===== src/rtl/rmii_bridge_pkg.sv =====
package rmii_bridge_pkg;
    localparam int NIB_W = 4;
    localparam int DIB_W = 2;

    typedef enum logic [1:0] {
        TX_IDLE = 2'd0,
        TX_LO   = 2'd1,
        TX_HI   = 2'd2
    } tx_state_e;

    typedef enum logic [1:0] {
        RX_IDLE = 2'd0,
        RX_HI   = 2'd1,
        RX_LO   = 2'd2,
        RX_TAIL = 2'd3
    } rx_state_e;
endpackage


===== src/rtl/rmii_tx_split.sv =====
module rmii_tx_split
    import rmii_bridge_pkg::*;
#(
    parameter int NW = NIB_W,
    parameter int DW = DIB_W
) (
    input  logic          clk,
    input  logic          rst_n,
    input  logic [NW-1:0] nib_in,
    input  logic          en_in,
    output logic          take,
    output logic [DW-1:0] dib_out,
    output logic          dib_en
);
    localparam int HI_TOP = NW - 1;

    tx_state_e     state_q, state_d;
    logic [NW-1:0] hold_q;

    // state register
    always_ff @(posedge clk or negedge rst_n) begin
        if (!rst_n) state_q <= TX_IDLE;
        else        state_q <= state_d;
    end

    always_comb begin
        state_d = state_q;
        unique case (state_q)
            TX_IDLE: state_d = en_in ? TX_LO : TX_IDLE;
            TX_LO:   state_d = TX_HI;
            TX_HI:   state_d = en_in ? TX_LO : TX_IDLE;
            default: state_d = TX_IDLE;
        endcase
    end

    assign take = (state_q != TX_LO);

    // registered outputs
    always_ff @(posedge clk or negedge rst_n) begin
        if (!rst_n) begin
            hold_q  <= '0;
            dib_out <= '0;
            dib_en  <= 1'b0;
        end else begin
            unique case (state_q)
                TX_IDLE, TX_HI: begin
                    if (en_in) begin
                        hold_q  <= nib_in;
                        dib_out <= nib_in[DW-1:0];
                        dib_en  <= 1'b1;
                    end else begin
                        dib_out <= '0;
                        dib_en  <= 1'b0;
                    end
                end
                TX_LO:   dib_out <= hold_q[HI_TOP -: DW];
                default: dib_en  <= 1'b0;
            endcase
        end
    end
endmodule


===== src/rtl/rmii_rx_merge.sv =====
module rmii_rx_merge
    import rmii_bridge_pkg::*;
#(
    parameter int NW = NIB_W,
    parameter int DW = DIB_W
) (
    input  logic          clk,
    input  logic          rst_n,
    input  logic          line_act,
    input  logic [DW-1:0] dib_in,
    input  logic          dib_er,
    output logic [NW-1:0] nib_out,
    output logic          nib_stb,
    output logic          nib_er,
    output logic          frame_dv,
    output logic          carrier
);
    rx_state_e     state_q, state_d;
    logic [DW-1:0] low_q;
    logic          er_q;

    always_ff @(posedge clk or negedge rst_n) begin
        if (!rst_n) state_q <= RX_IDLE;
        else        state_q <= state_d;
    end

    always_comb begin
        state_d = state_q;
        unique case (state_q)
            RX_IDLE: state_d = line_act ? RX_HI : RX_IDLE;
            RX_HI:   state_d = RX_LO;
            RX_LO:   state_d = line_act ? RX_HI : RX_TAIL;
            RX_TAIL: state_d = line_act ? RX_LO : RX_IDLE;
            default: state_d = RX_IDLE;
        endcase
    end

    always_ff @(posedge clk or negedge rst_n) begin
        if (!rst_n) begin
            low_q    <= '0;
            er_q     <= 1'b0;
            nib_out  <= '0;
            nib_stb  <= 1'b0;
            nib_er   <= 1'b0;
            frame_dv <= 1'b0;
            carrier  <= 1'b0;
        end else begin
            nib_stb <= 1'b0;
            unique case (state_q)
                RX_IDLE: begin
                    low_q    <= dib_in;
                    er_q     <= dib_er;
                    frame_dv <= line_act;
                    carrier  <= line_act;
                end
                RX_HI: begin
                    nib_out <= {dib_in, low_q};
                    nib_er  <= er_q | dib_er;
                    nib_stb <= 1'b1;
                end
                RX_LO: begin
                    low_q <= dib_in;
                    er_q  <= dib_er;
                    if (!line_act) carrier <= 1'b0;
                end
                RX_TAIL: begin
                    if (line_act) begin
                        nib_out <= {dib_in, low_q};
                        nib_er  <= er_q | dib_er;
                        nib_stb <= 1'b1;
                    end else begin
                        frame_dv <= 1'b0;
                    end
                end
                default: frame_dv <= 1'b0;
            endcase
        end
    end
endmodule


===== src/rtl/rmii_col_gen.sv =====
module rmii_col_gen (
    input  logic carrier,
    input  logic tx_active,
    output logic col
);
    assign col = carrier & tx_active;
endmodule


===== src/rtl/rmii_mii_bridge.sv =====
module rmii_mii_bridge
    import rmii_bridge_pkg::*;
#(
    parameter int NW = NIB_W,
    parameter int DW = DIB_W
) (
    input  logic          clk,
    input  logic          rst_n,
    input  logic [NW-1:0] mac_txd,
    input  logic          mac_tx_en,
    output logic          mac_tx_take,
    output logic [DW-1:0] rmii_txd,
    output logic          rmii_tx_en,
    input  logic          rmii_crs_dv,
    input  logic [DW-1:0] rmii_rxd,
    input  logic          rmii_rx_er,
    output logic [NW-1:0] mac_rxd,
    output logic          mac_rx_stb,
    output logic          mac_rx_er,
    output logic          mac_rx_dv,
    output logic          mac_crs,
    output logic          mac_col
);
    rmii_tx_split #(.NW(NW), .DW(DW)) u_tx (
        .clk     (clk),
        .rst_n   (rst_n),
        .nib_in  (mac_txd),
        .en_in   (mac_tx_en),
        .take    (mac_tx_take),
        .dib_out (rmii_txd),
        .dib_en  (rmii_tx_en)
    );

    rmii_rx_merge #(.NW(NW), .DW(DW)) u_rx (
        .clk      (clk),
        .rst_n    (rst_n),
        .line_act (rmii_crs_dv),
        .dib_in   (rmii_rxd),
        .dib_er   (rmii_rx_er),
        .nib_out  (mac_rxd),
        .nib_stb  (mac_rx_stb),
        .nib_er   (mac_rx_er),
        .frame_dv (mac_rx_dv),
        .carrier  (mac_crs)
    );

    rmii_col_gen u_col (
        .carrier   (mac_crs),
        .tx_active (rmii_tx_en),
        .col       (mac_col)
    );
endmodule


===== config.mk =====
export PLATFORM = sky130hd
export DESIGN_NAME = rmii_mii_bridge
export DESIGN_NICKNAME = d
export VERILOG_FILES = /design/src/rtl/rmii_bridge_pkg.sv /design/src/rtl/rmii_tx_split.sv /design/src/rtl/rmii_rx_merge.sv /design/src/rtl/rmii_col_gen.sv /design/src/rtl/rmii_mii_bridge.sv
export SDC_FILE = /design/constraint.sdc
export NUM_CORES = 1
export LEC_CHECK = 0
export CORE_AREA = 5 5 56 58
export CTS_CLUSTER_SIZE = 28
export DETAILED_ROUTE_END_ITERATION = 10
export DIE_AREA = 0 0 61 63
export DONT_BUFFER_PORTS = 1
export GPL_TIMING_DRIVEN = 0
export PLACE_DENSITY_LB_ADDON = 0.08
export SLEW_MARGIN = 15
export SYNTH_ARGS = -nofsm -noshare
export SYNTH_HDL_FRONTEND = slang
export SYNTH_HIERARCHICAL = 1
export SYNTH_SLANG_ARGS = --single-unit

===== constraint.sdc =====
create_clock -name clk -period 1.63 [get_ports clk]
set_input_delay 0.489 -clock clk [delete_from_list [all_inputs] [get_ports clk]]
set_output_delay 0.489 -clock clk [all_outputs]
set_load 0.05 [all_outputs]

# [Yosys cells after proc, flatten, opt, wreduce, memory -nomap -nowiden]
# Cells that the tools add are included.
[totals] elab_cells=54 out_inout_bits=13 ff_bits=22 rom_bits=0 n_memories=0 latch_bits=0 mem_bits_rw=0
[classes] eq_ne=9 bitwise=2 n_div=0 mul=0 n_mux=19 reduce_logical=12 magnitude_cmp=0 n_shift=0 addsub=0
[ops] op="$pmux 1 s2" count=5
[ops] op="$pmux 2 s2" count=2
[ops] op="$pmux 2 s4" count=1
[ops] op="$pmux 4 s2" count=1
[ops] op="$reduce_and 2->1" count=4
[ops] op="$reduce_bool 2->1" count=4
[ops] op="$eq 2x2->1 const B" count=3
[ops] op="$mux 1" count=6
[ops] op="$mux 2" count=3
[ops] op="$ne 2x2->1 const B" count=3
[ops] op="$eq 2x1->1 const B" count=2
[ops] op="$logic_not 2->1" count=2
[ops] op="$mux 4" count=1
[ops] op="$reduce_or 2->1" count=2
[ops] op="$ne 2x1->1 const B" count=1
[ops] op="$and 1x1->1" count=1
[ops] op="$or 1x1->1" count=1

# [Logic depth before layout (Yosys ltp)]
# Gate-level depths: netlist (run 1).
[logic_depth] depth_word=3 ltp_mapped=4

# [Hierarchy]
# Netlist (run 1), hierarchy kept.
[modules_own_cells] mod="rmii_rx_merge" cells_each=37 n_inst=1 area_per_inst_um2=506.7 seq_area_each_um2=325.3
[modules_own_cells] mod="rmii_tx_split" cells_each=18 n_inst=1 area_per_inst_um2=280.3 seq_area_each_um2=175.2
[modules_own_cells] mod="rmii_col_gen" cells_each=1 n_inst=1 area_per_inst_um2=6.3 seq_area_each_um2=0.0

# [Worst setup path after synthesis (run 1)]
# Ideal clock, no wire load.
[synth_path] path_type="reg-to-output" startpoint="reg u_tx.dib_en" endpoint="out mac_col" n_path_buf=0 path_stages_with_launch=2 arrival_time_ps=1120 path_slack_ps=21 path_cell_list="dfrtp_1 > and2_1"
[synth_between] elab_chain_cells=1
[synth_lines] item="start: declaration" line_no="rmii_tx_split.sv:13" rtl="output logic dib_en"
[synth_lines] item="start signal: assignment" line_no="rmii_tx_split.sv:43" rtl="dib_en <= 1'b0;"
[synth_lines] item="start signal: assignment" line_no="rmii_tx_split.sv:50" rtl="dib_en <= 1'b1;"
[synth_lines] item="start signal: assignment" line_no="rmii_tx_split.sv:53" rtl="dib_en <= 1'b0;"
[synth_lines] item="$and 1x1->1" line_no="rmii_col_gen.sv:6" rtl="assign col = carrier & tx_active;"
[synth_lines] item="end: declaration" line_no="rmii_mii_bridge.sv:22" rtl="output logic mac_col"
# Every way passes these cells.

# [Worst setup path after layout (run 1)]
# Ends and elaborated chain as after synthesis.

==> key figures, run 1 <==
Outcome
  • Status: complete, but fails checks
  • Violations in the final reports: negative setup slack

STA
  • Final hold slack: 0.324 ns
  • Max Fclk: 609 MHz
  • Final setup skew: 0.0139 ns
  • Setup-failing EPs final: 1
  • Hold violation total from the final report: 0
  • Transition time at the pin with the least slew margin: 0.917 ns
  • Max_slew headroom: 38.7%
  • Post-layout minimum cycle time: 1.64 ns
  • Slew Viols, Final: 0
  • Unrepaired setup endpoints after global routing: true
  • Part of the cycle the worst path needs: 101%
  • Smallest setup slack after layout: -0.0121 ns

Pwr
  • Peak VDD IR: 867 µV
  • Total power divided by cell area: 2210 nW/µm²
  • Static leakage power: 0.422 nW
  • Post-route total power: 2.00 mW

Place
  • Last weighted congestion value of the routability-driven placer: 0.699
  • Number of I/O port buffers: 0
  • Worst setup slack after placement: -0.0467 ns
  • Post-DP HPWL: 1010 µm
  • Total instance count after detailed placement: 87

Critical path
  • Maximum cell stage delay along the critical path: 0.56 ns
  • Critical Path, Cell by Cell: and2_4
  • Crit end category: output pin
  • Data required time at the worst endpoint: 1.14 ns
  • Library cell contributing the largest single delay on the critical path: dfrtp_2
  • Maximum net fanout on the critical path: 3
  • Count of buffer and inverter cells on the critical path: 0
  • Element type at the critical path start: flip-flop
  • Type of the setup path with the least slack: reg2out
  • Data arrival at the endpoint of the critical path: 1.15 ns
  • Crit path max-delay family: flip-flops

Yosys
  • Arithmetic-cell share of the synthesized area counting full adders, half adders and majority gates: 0%
  • Main combinational cell family by area after synthesis: multiplexers
  • Simple-gate share of the synthesized area: 6.31%
  • Proportion of synthesized area in mux cells: 17.8%
  • Fraction of the mapped netlist area in compound gates: 8.04%
  • Synthesized instance count: 56
  • Synth warnings: 6
  • Post-synthesis cell type count: 20
  • Synthesized Nets: 67
  • Xor-xnor portion of the synthesized cell area: 0%
  • Total standard cell area after synthesis: 793 µm²
  • #FFs+latches synth: 20
  • Seq/Total Area, Yosys: 63.1%
  • Post-Synthesis Mean Instance Area: 14.2 µm²

Job
  • Max-capacitance violation count: 0

Layout
  • Post-layout util: 34.5%
  • Area Growth Syn to Fin: 13.7%
  • Number of standard cells in the final layout excluding fillers: 92
  • Nets: 73
  • Most common cell after layout, fill and taps aside: dfrtp_1
  • Ratio of cells with drive above 1 in the final layout: 32.8%
  • Number of inserted filler cells in the final layout: 272
  • Commonest cells after routing, fill and taps aside: 18 x dfrtp_1, 7 x mux2_2, 5 x inv_1
  • Final antenna diode count: 0

Route
  • Detail Route Antenna Nets: 0
  • Detailed-route wire length per cell: 15.5 µm
  • Number of vias in the routed layout: 430
  • Drt drc: 0
  • 1st-pass router iterations: 2
  • Post-detailed-route via-to-cell ratio: 4.67
  • WL final: 1430 µm
  • Number of violations reported at the end of detailed-routing iteration 0: 13

Global route
  • Number of global-route vias before repair: 438
  • Remaining global-route overflow: 0
  • Antenna violations before repair: 0
  • Aggregate global-route resource usage: 8.18%
  • Pin count of the biggest net entering global routing: 21
  • First-pass GRT wire length: 2240 µm

Floorplan
  • Die X-Extent: 61 µm
  • Starting density of the core: 30.3%
  • Number of core rows: 19
  • Area of the die: 3840 µm²
  • Die Ht: 63 µm
  • Area of the placeable core: 2620 µm²
  • Number of primary I/O pins: 24

Clock tree
  • Number of buffers created by CTS: 3
  • Maximum clock path buffer count: 2
  • Clock-pin slew reported for the worst setup and hold paths after clock tree synthesis: 0.13 ns
  • Setup Buffers After CTS: 0
  • Clock latency on the worst-skew pair: 0.30 ns
  • Clock tree root buffer cell: clkbuf_4
  • H-tree level count: 1
  • Num Clock Sinks: 20
  • CTS tree: built

Min path
  • Hold crit path type: in2reg
per-stage QoR:
step                setup TNS [ns]  cell area, µm²
floorplan                        0             793
global placement           -0.0428             832
detailed placement         -0.0467             832
CTS                        -0.0306             902
global route               -0.0517             902
finish                     -0.0121             902
registers in the layout, indices dropped and copies added (netlist names):
name,cells
u_rx/state_q,2
u_rx/carrier,1
u_rx/low_q,2
u_tx/state_q,2
u_tx/dib_en,1
u_rx/frame_dv,1
u_tx/dib_out,2
u_rx/nib_out,4
u_tx/hold_q,2
u_rx/nib_er,1
u_rx/nib_stb,1
u_rx/er_q,1
cell usage after synthesis:
cell type,instances,share of area [%]
dfrtp_1,20,63
nor2_1,4,1.9
mux2_1,2,2.8
mux2_2,7,9.9
and2_1,2,1.6
inv_1,5,2.4
a2bb2oi_1,1,1.1
nor2b_1,1,0.79
or3_1,1,0.79
mux2i_1,1,1.3
o21ai_4,1,2.1
o22a_1,1,1.1
nand2_1,1,0.47
a22o_1,2,2.2
nand2b_1,1,0.79
buf_4,1,0.95
buf_6,1,1.4
mux2_4,2,3.8
o21ai_0,1,0.63
a21o_1,1,0.95
cell type report:
type	instances	area, µm²	area share, %
plain buffers	2	18.8	2.08
clock buffers	3	22.5	2.50
clock inverters	1	30.0	3.33
inverters	5	18.8	2.08
multi-input cells	29	260	28.8
flip-flops and latches	20	503	55.8
well taps	31	38.8	4.30
repair buffers	1	10.0	1.11
routing by layer:
metal / part of all wire (%) / vias up / global-route usage (%)
met2: 46 / 13 / 10.8
li1: - / 202 / -
met1: 44 / 213 / 10.2
met5: 0 / - / 0
met3: 8.6 / 2 / 4.34
met4: 1.3 / 0 / 4.88
cell families after synthesis:
group,count (synthesis)
muxes,12
DFF,20
and+or+nand+nor,10
AOI/OAI and AO/OA,7
buffers and inverters,7
path summary, 6_finish.rpt:
kind,startpoint,endpoint,slack (ns),depth (start not counted)
worst max-delay path,u_tx/dib_en,mac_col,-0.01,1
worst min-delay path,rmii_rxd[0],u_rx/low_q[0],0.32,1
worst max register to register,u_rx/state_q[1],u_rx/nib_out[2],0.37,3
worst min register to register,u_rx/state_q[1],u_rx/frame_dv,0.52,1
max in group asynchronous,rst_n,u_tx/dib_en,0.25,1
min in group asynchronous,rst_n,u_rx/state_q[1],0.75,1
power by group:
group	switching (mW)	total [mW]	internal [mW]
clock	0.156	0.404	0.248
sequential	0.493	1.16	0.671
combinational	0.201	0.429	0.228
total	0.850	2.00	1.15
timing repair:
action                                  4_1_cts  5_1_grt
hold endpoints to repair                     20        0
pin swaps                                     1        1
gates resized for setup                       5        0
endpoints found under the setup margin        2        1
hold buffers                                  1        0
No activity file was read; power rests on OpenSTA's default activity.
==> run 2, diff against run 1 <==
Settings changed: SYNTH_HIERARCHICAL 1 to unset.
==> run 2 against run 1 <==
  * Register-to-register slack improved by 0.03 ns
  * Wire length down 5.4%
  * Highest routed layer unchanged
  * Cell area fell by 3.3%
  * Sequential power hardly changed
  * Global-route usage is 0.16 points higher
  * The flow now finishes without violations
  * Synthesized area shrank 1.7%
  * Clock power decreased by 30%
==> key figures, run 2 <==
Yosys
  • Post-synthesis cell type with the largest combined area: dfrtp_1
  • Library cell with the highest instance count after synthesis: dfrtp_1
  • Total standard cell area after synthesis: 779 µm²
  • Synth warnings: 0
  • List of most frequent post-synthesis cells: 20 x dfrtp_1, 11 x mux2_2, 5 x inv_1
  • Number of enable flip-flop cells after synthesis: 0
  • Post-Synthesis Mean Instance Area: 13.7 µm²
  • Top cell type's share of synthesized area: 64.2%
  • Post-synthesis cell type count: 19
  • FFs w/ async S/R, synth: 100%
  • Synthesized instance count: 57
  • Most common flop cell mapped by yosys: dfrtp_1
  • #FFs+latches synth: 20
  • Top cells by area, synth: dfrtp_1 64%, mux2_2 16%, inv_1 2.4%
  • Seq/Total Area, Yosys: 64.2%
  • Synthesized Nets: 68

Layout
  • Largest reg by FF count: u_rx.nib_out
  • Area Growth Syn to Fin: 11.9%
  • Final antenna diode count: 0
  • Commonest cells after routing, fill and taps aside: 18 x dfrtp_1, 11 x mux2_2, 5 x inv_1
  • Ratio of cells with drive above 1 in the final layout: 37.1%
  • Most common cell after layout, fill and taps aside: dfrtp_1
  • Nets: 74
  • Max reg flops: 4
  • Number of inserted filler cells in the final layout: 270

Critical path
  • Crit path max-delay family: flip-flops
  • Endpoint of the worst register-to-register path: u_rx.nib_out[2]
  • Maximum cell stage delay along the critical path: 0.55 ns
  • Worst Setup SP: u_tx.dib_en
  • Stages on the worst setup path: 1
  • Library cell contributing the largest single delay on the critical path: dfrtp_2
  • Capturing element of the worst setup path: mac_col
  • Critical Path, Cell by Cell: and2_4
  • Depth of the worst register-to-register path: 3
  • Maximum net fanout on the critical path: 3
  • Crit end category: output pin
  • Data arrival at the endpoint of the critical path: 1.14 ns
  • Reg-to-reg critical path startpoint: u_rx.state_q[1]
  • Count of buffer and inverter cells on the critical path: 0
  • Data required time at the worst endpoint: 1.14 ns
  • Setup slack on the worst flop-to-flop path: 0.40 ns
  • Type of the setup path with the least slack: reg2out
  • Element type at the critical path start: flip-flop

Clock tree
  • Clock tree root buffer cell: clkbuf_4
  • Num Clock Sinks: 20
  • H-tree level count: 1
  • CTS tree: built
  • Number of buffers created by CTS: 3
  • Clock-pin slew reported for the worst setup and hold paths after clock tree synthesis: 0.11 ns
  • Setup Buffers After CTS: 0
  • Clock latency on the worst-skew pair: 0.29 ns
  • Maximum clock path buffer count: 2

Place
  • Worst setup slack after placement: -0.0276 ns
  • Number of I/O port buffers: 0
  • Last weighted congestion value of the routability-driven placer: 0.620
  • Post-DP HPWL: 977 µm

Route
  • Number of violations reported at the end of detailed-routing iteration 0: 7
  • Post-detailed-route via-to-cell ratio: 4.52
  • Number of vias in the routed layout: 420
  • Detailed-route wire length per cell: 14.5 µm
  • Drt drc: 0
  • 1st-pass router iterations: 3
  • Detail Route Antenna Nets: 0
  • WL final: 1350 µm

Min path
  • Hold crit path type: in2reg

STA
  • Part of the cycle the worst path needs: 99.9%
  • Transition time at the pin with the least slew margin: 0.926 ns
  • Hold violation total from the final report: 0
  • Max Fclk: 614 MHz
  • Post-layout minimum cycle time: 1.63 ns
  • Setup-failing EPs final: 0
  • Slew Viols, Final: 0
  • Unrepaired setup endpoints after global routing: true
  • Final setup skew: 0.00336 ns
  • Smallest setup slack after layout: 0.00225 ns
  • Max_slew headroom: 38.1%

Floorplan
  • Starting density of the core: 29.8%
  • Die Ht: 63 µm
  • Area of the die: 3840 µm²
  • Number of core rows: 19
  • Area of the placeable core: 2620 µm²
  • Die X-Extent: 61 µm
  • Number of primary I/O pins: 24

Global route
  • Number of global-route vias before repair: 490
  • First-pass GRT wire length: 2270 µm
  • Remaining global-route overflow: 0
  • Antenna violations before repair: 0
  • Pin count of the biggest net entering global routing: 21
  • Aggregate global-route resource usage: 8.34%

Pwr
  • Total power divided by cell area: 2140 nW/µm²
  • Peak VDD IR: 773 µV
  • Post-route total power: 1.87 mW
  • Static leakage power: 0.405 nW

Outcome
  • Status: finished, final reports clean

Job
  • Max-capacitance violation count: 0
[run 2: cell count changes after synthesis, sizes merged]
cell and delta:
nor3 +1, and2 -1, inv +1, a2bb2oi -1, a221oi +1
[run 2: area by class of cell]
type	count	area, µm²	area share, %
Multi-Input combinational cell	29	251	28.8
Sequential cell	20	503	57.7
Timing Repair Buffer	1	10.0	1.15
Inverter	6	22.5	2.58
Tap cell	31	38.8	4.45
Buffer	2	10.0	1.15
Clock buffer	4	36.3	4.16
[run 2: worst min path at each step]
| stage | from | end | slack [ns] | depth (start not counted) |
|---|---|---|---|---|
| final | rmii_crs_dv | u_rx.state_q[0] | 0.32 | 2 |
| after global routing | mac_txd[1] | u_tx.dib_out[1] | 0.29 | 1 |
| after CTS | rmii_crs_dv | u_rx.state_q[0] | 0.30 | 2 |
| after detailed placement | rst_n | u_rx.nib_out[1] | 0.19 | 0 |
| after global placement | rst_n | u_rx.nib_out[1] | 0.19 | 0 |
| after floorplan | rst_n | u_rx.carrier | 0.19 | 0 |
[run 2: repair_timing]
item	in CTS	in global routing
gates cloned	0	0
endpoints found under the setup margin	2	1
gates resized for setup	5	0
endpoints found under the hold margin	20	0
pin swaps	1	0
hold buffers	1	0
[run 2: report_power, final]
part | switching (mW) | internal, mW
clock | 0.147 | 0.136
sequential | 0.504 | 0.673
combinational | 0.194 | 0.214
[run 2: through the flow]
stage	hold WS, ns	cells	util, %	setup TNS (ns)	instance area (µm²)
2_1_floorplan	0.193	57	-	0	779
3_3_place_gp	0.194	88	31.3	-0.0299	818
3_5_place_dp	0.194	88	31.3	-0.0276	818
4_1_cts	0.299	93	33.3	-0.0290	872
5_1_grt	0.291	93	33.3	-0.0565	872
6_report	0.320	93	33.3	0	872
[run 2: logic make-up after synthesis]
kind of cell	Yosys count	share of synthesized area, %
multiplexers	12	17.2
AND/OR/NAND/NOR	10	6.26
flip-flops	20	64.2
buffers and inverters	8	4.17
AO/OA/AOI/OAI	7	8.19
[run 2: metal layers]
metal	vias to the layer above	track usage (%)	wire (µm)
li1	204	-	-
met1	200	9.45	547
met2	14	12.7	681
met3	2	2.89	106
met4	0	5.69	16
met5	-	0	0
==> run 3, diff against run 2 <==
Settings changed: CORE_AREA 5 5 56 58 to 5 5 48 50, DIE_AREA 0 0 61 63 to 0 0 53 55.
==> run 3 against run 2 <==
  * The flow now finishes with violations (negative setup slack)
  * Register-to-register slack worse by 0.03 ns
  * Fmax shrank 0.39%
  * Worst hold slack improved by 0.00068 ns
  * Sequential power is essentially flat
  * Critical endpoint unchanged
  * Highest routed layer unchanged
==> key figures, run 3 (synthesis gave the netlist of run 2 again) <==
Outcome
  • Status: complete, but fails checks
  • Violations in the final reports: negative setup slack

Critical path
  • Type of the setup path with the least slack: reg2out
  • Crit end category: output pin
  • Data arrival at the endpoint of the critical path: 1.15 ns
  • Crit path max-delay family: flip-flops
  • Stages on the worst setup path: 1
  • Critical Path, Cell by Cell: and2_4
  • Maximum cell stage delay along the critical path: 0.56 ns
  • Count of buffer and inverter cells on the critical path: 0
  • Maximum net fanout on the critical path: 3
  • Element type at the critical path start: flip-flop
  • Library cell contributing the largest single delay on the critical path: dfrtp_2
  • Depth of the worst register-to-register path: 3
  • Data required time at the worst endpoint: 1.14 ns

Layout
  • Nets: 74
  • Number of standard cells in the final layout excluding fillers: 89
  • Max reg flops: 4
  • Final Cell Area: 867 µm²
  • Largest reg by FF count: u_rx.nib_out
  • Final antenna diode count: 0
  • Area Growth Syn to Fin: 11.2%
  • Ratio of cells with drive above 1 in the final layout: 37.1%
  • Commonest cells after routing, fill and taps aside: 18 x dfrtp_1, 11 x mux2_2, 5 x inv_1
  • Post-layout util: 46.6%
  • Most common cell after layout, fill and taps aside: dfrtp_1
  • Number of inserted filler cells in the final layout: 179

Route
  • Number of vias in the routed layout: 437
  • Drt drc: 0
  • Number of violations reported at the end of detailed-routing iteration 0: 4
  • Post-detailed-route via-to-cell ratio: 4.91
  • Detail Route Antenna Nets: 0
  • 1st-pass router iterations: 3
  • WL final: 1280 µm
  • Detailed-route wire length per cell: 14.3 µm

STA
  • Part of the cycle the worst path needs: 100%
  • Max Fclk: 612 MHz
  • Max_slew headroom: 41.7%
  • Smallest setup slack after layout: -0.00411 ns
  • Slew Viols, Final: 0
  • Setup-failing EPs final: 1
  • Final hold slack: 0.320 ns
  • Transition time at the pin with the least slew margin: 0.872 ns
  • Post-layout minimum cycle time: 1.63 ns
  • Unrepaired setup endpoints after global routing: true
  • Final setup skew: 0.00391 ns
  • Hold violation total from the final report: 0

Floorplan
  • Area of the placeable core: 1860 µm²
  • Number of core rows: 16
  • Starting density of the core: 41.9%
  • Die X-Extent: 53 µm
  • Number of primary I/O pins: 24
  • Die Ht: 55 µm
  • Area of the die: 2920 µm²

Pwr
  • Static leakage power: 0.405 nW
  • Relative contribution of the clock network to total power: 14.9%
  • Total power divided by cell area: 2150 nW/µm²
  • Peak VDD IR: 686 µV
  • Net switching component of the power: 839 µW
  • Internal Pwr Total: 1.02 mW
  • Sequential fraction of design power: 63.4%
  • Net switching fraction of the power: 45.1%
  • Combinational cell fraction of total power: 21.7%

Global route
  • Aggregate global-route resource usage: 10.9%
  • Remaining global-route overflow: 0
  • Pin count of the biggest net entering global routing: 21
  • Antenna violations before repair: 0
  • Number of global-route vias before repair: 483
  • First-pass GRT wire length: 2210 µm

Clock tree
  • Num Clock Sinks: 20
  • H-tree level count: 1
  • Clock-pin slew reported for the worst setup and hold paths after clock tree synthesis: 0.11 ns
  • Number of buffers created by CTS: 3
  • Clock tree root buffer cell: clkbuf_4
  • Clock latency on the worst-skew pair: 0.29 ns
  • CTS tree: built
  • Maximum clock path buffer count: 2

Place
  • Total instance count after detailed placement: 84
  • Last weighted congestion value of the routability-driven placer: 0.627
  • Placed standard-cell area: 813 µm²
  • Worst setup slack after placement: -0.0405 ns
  • Number of I/O port buffers: 0
  • Post-DP HPWL: 929 µm

Min path
  • Hold crit path type: in2reg
  • Number of cells on the worst hold path: 2

Job
  • Max-capacitance violation count: 0
==> run 3: cell counts in the layout (fill, tap and decap cells not counted) <==
No cell type changed its count.
==> run 3: path summary, 6_finish.rpt <==
path                                      start              end  slack, ns
worst min register to register    u_rx.low_q[1]  u_rx.nib_out[1]       0.51
max in group asynchronous                 rst_n      u_tx.dib_en       0.30
min in group asynchronous                 rst_n  u_rx.nib_out[3]       0.75
worst max-delay path                u_tx.dib_en          mac_col     -0.004
worst max register to register  u_rx.state_q[1]  u_rx.nib_out[0]       0.37
worst min-delay path                rmii_crs_dv  u_rx.state_q[0]       0.32
==> run 3: through the flow <==
stage	total power, mW	setup TNS (ns)
finish	1.86	-0.00411
global route	1.99	-0.0503
floorplan	1.51	0
CTS	1.90	-0.0325
detailed placement	1.59	-0.0405
global placement	1.57	-0.0402
==> run 3: power groups by stage <==
stage	Sequential, mW	Clock (mW)	Combinational, mW
after floorplan	1.16	0	0.351
after global placement	1.19	0	0.385
after detailed placement	1.19	0	0.396
after CTS	1.19	0.296	0.414
after global routing	1.21	0.309	0.465
final	1.18	0.277	0.404
==> run 3: layout make-up <==
cell class / count / area, µm² / area share [%]
clock buffer: 4 / 36.3 / 4.18
sequential: 20 / 503 / 58.0
multi-input combinational: 29 / 251 / 29.0
buffer: 2 / 10.0 / 1.15
tap: 27 / 33.8 / 3.90
inverter: 6 / 22.5 / 2.60
timing repair buffer: 1 / 10.0 / 1.15
==> run 3: what timing repair did <==
item | 4_1_cts | 5_1_grt
endpoints found under the hold margin | 20 | 0
resized for setup | 5 | 0
setup endpoints to repair | 2 | 1
hold buffers | 1 | 0
setup buffers | 0 | 0
pin swaps | 1 | 0
==> run 3: per-layer routing <==
layer / track usage (%) / wire length, µm / up-vias
met5: 0 / 0 / -
li1: - / - / 203
met2: 16.7 / 608 / 14
met1: 12.8 / 555 / 218
met3: 3.75 / 98 / 2
met4: 7.66 / 13 / 0
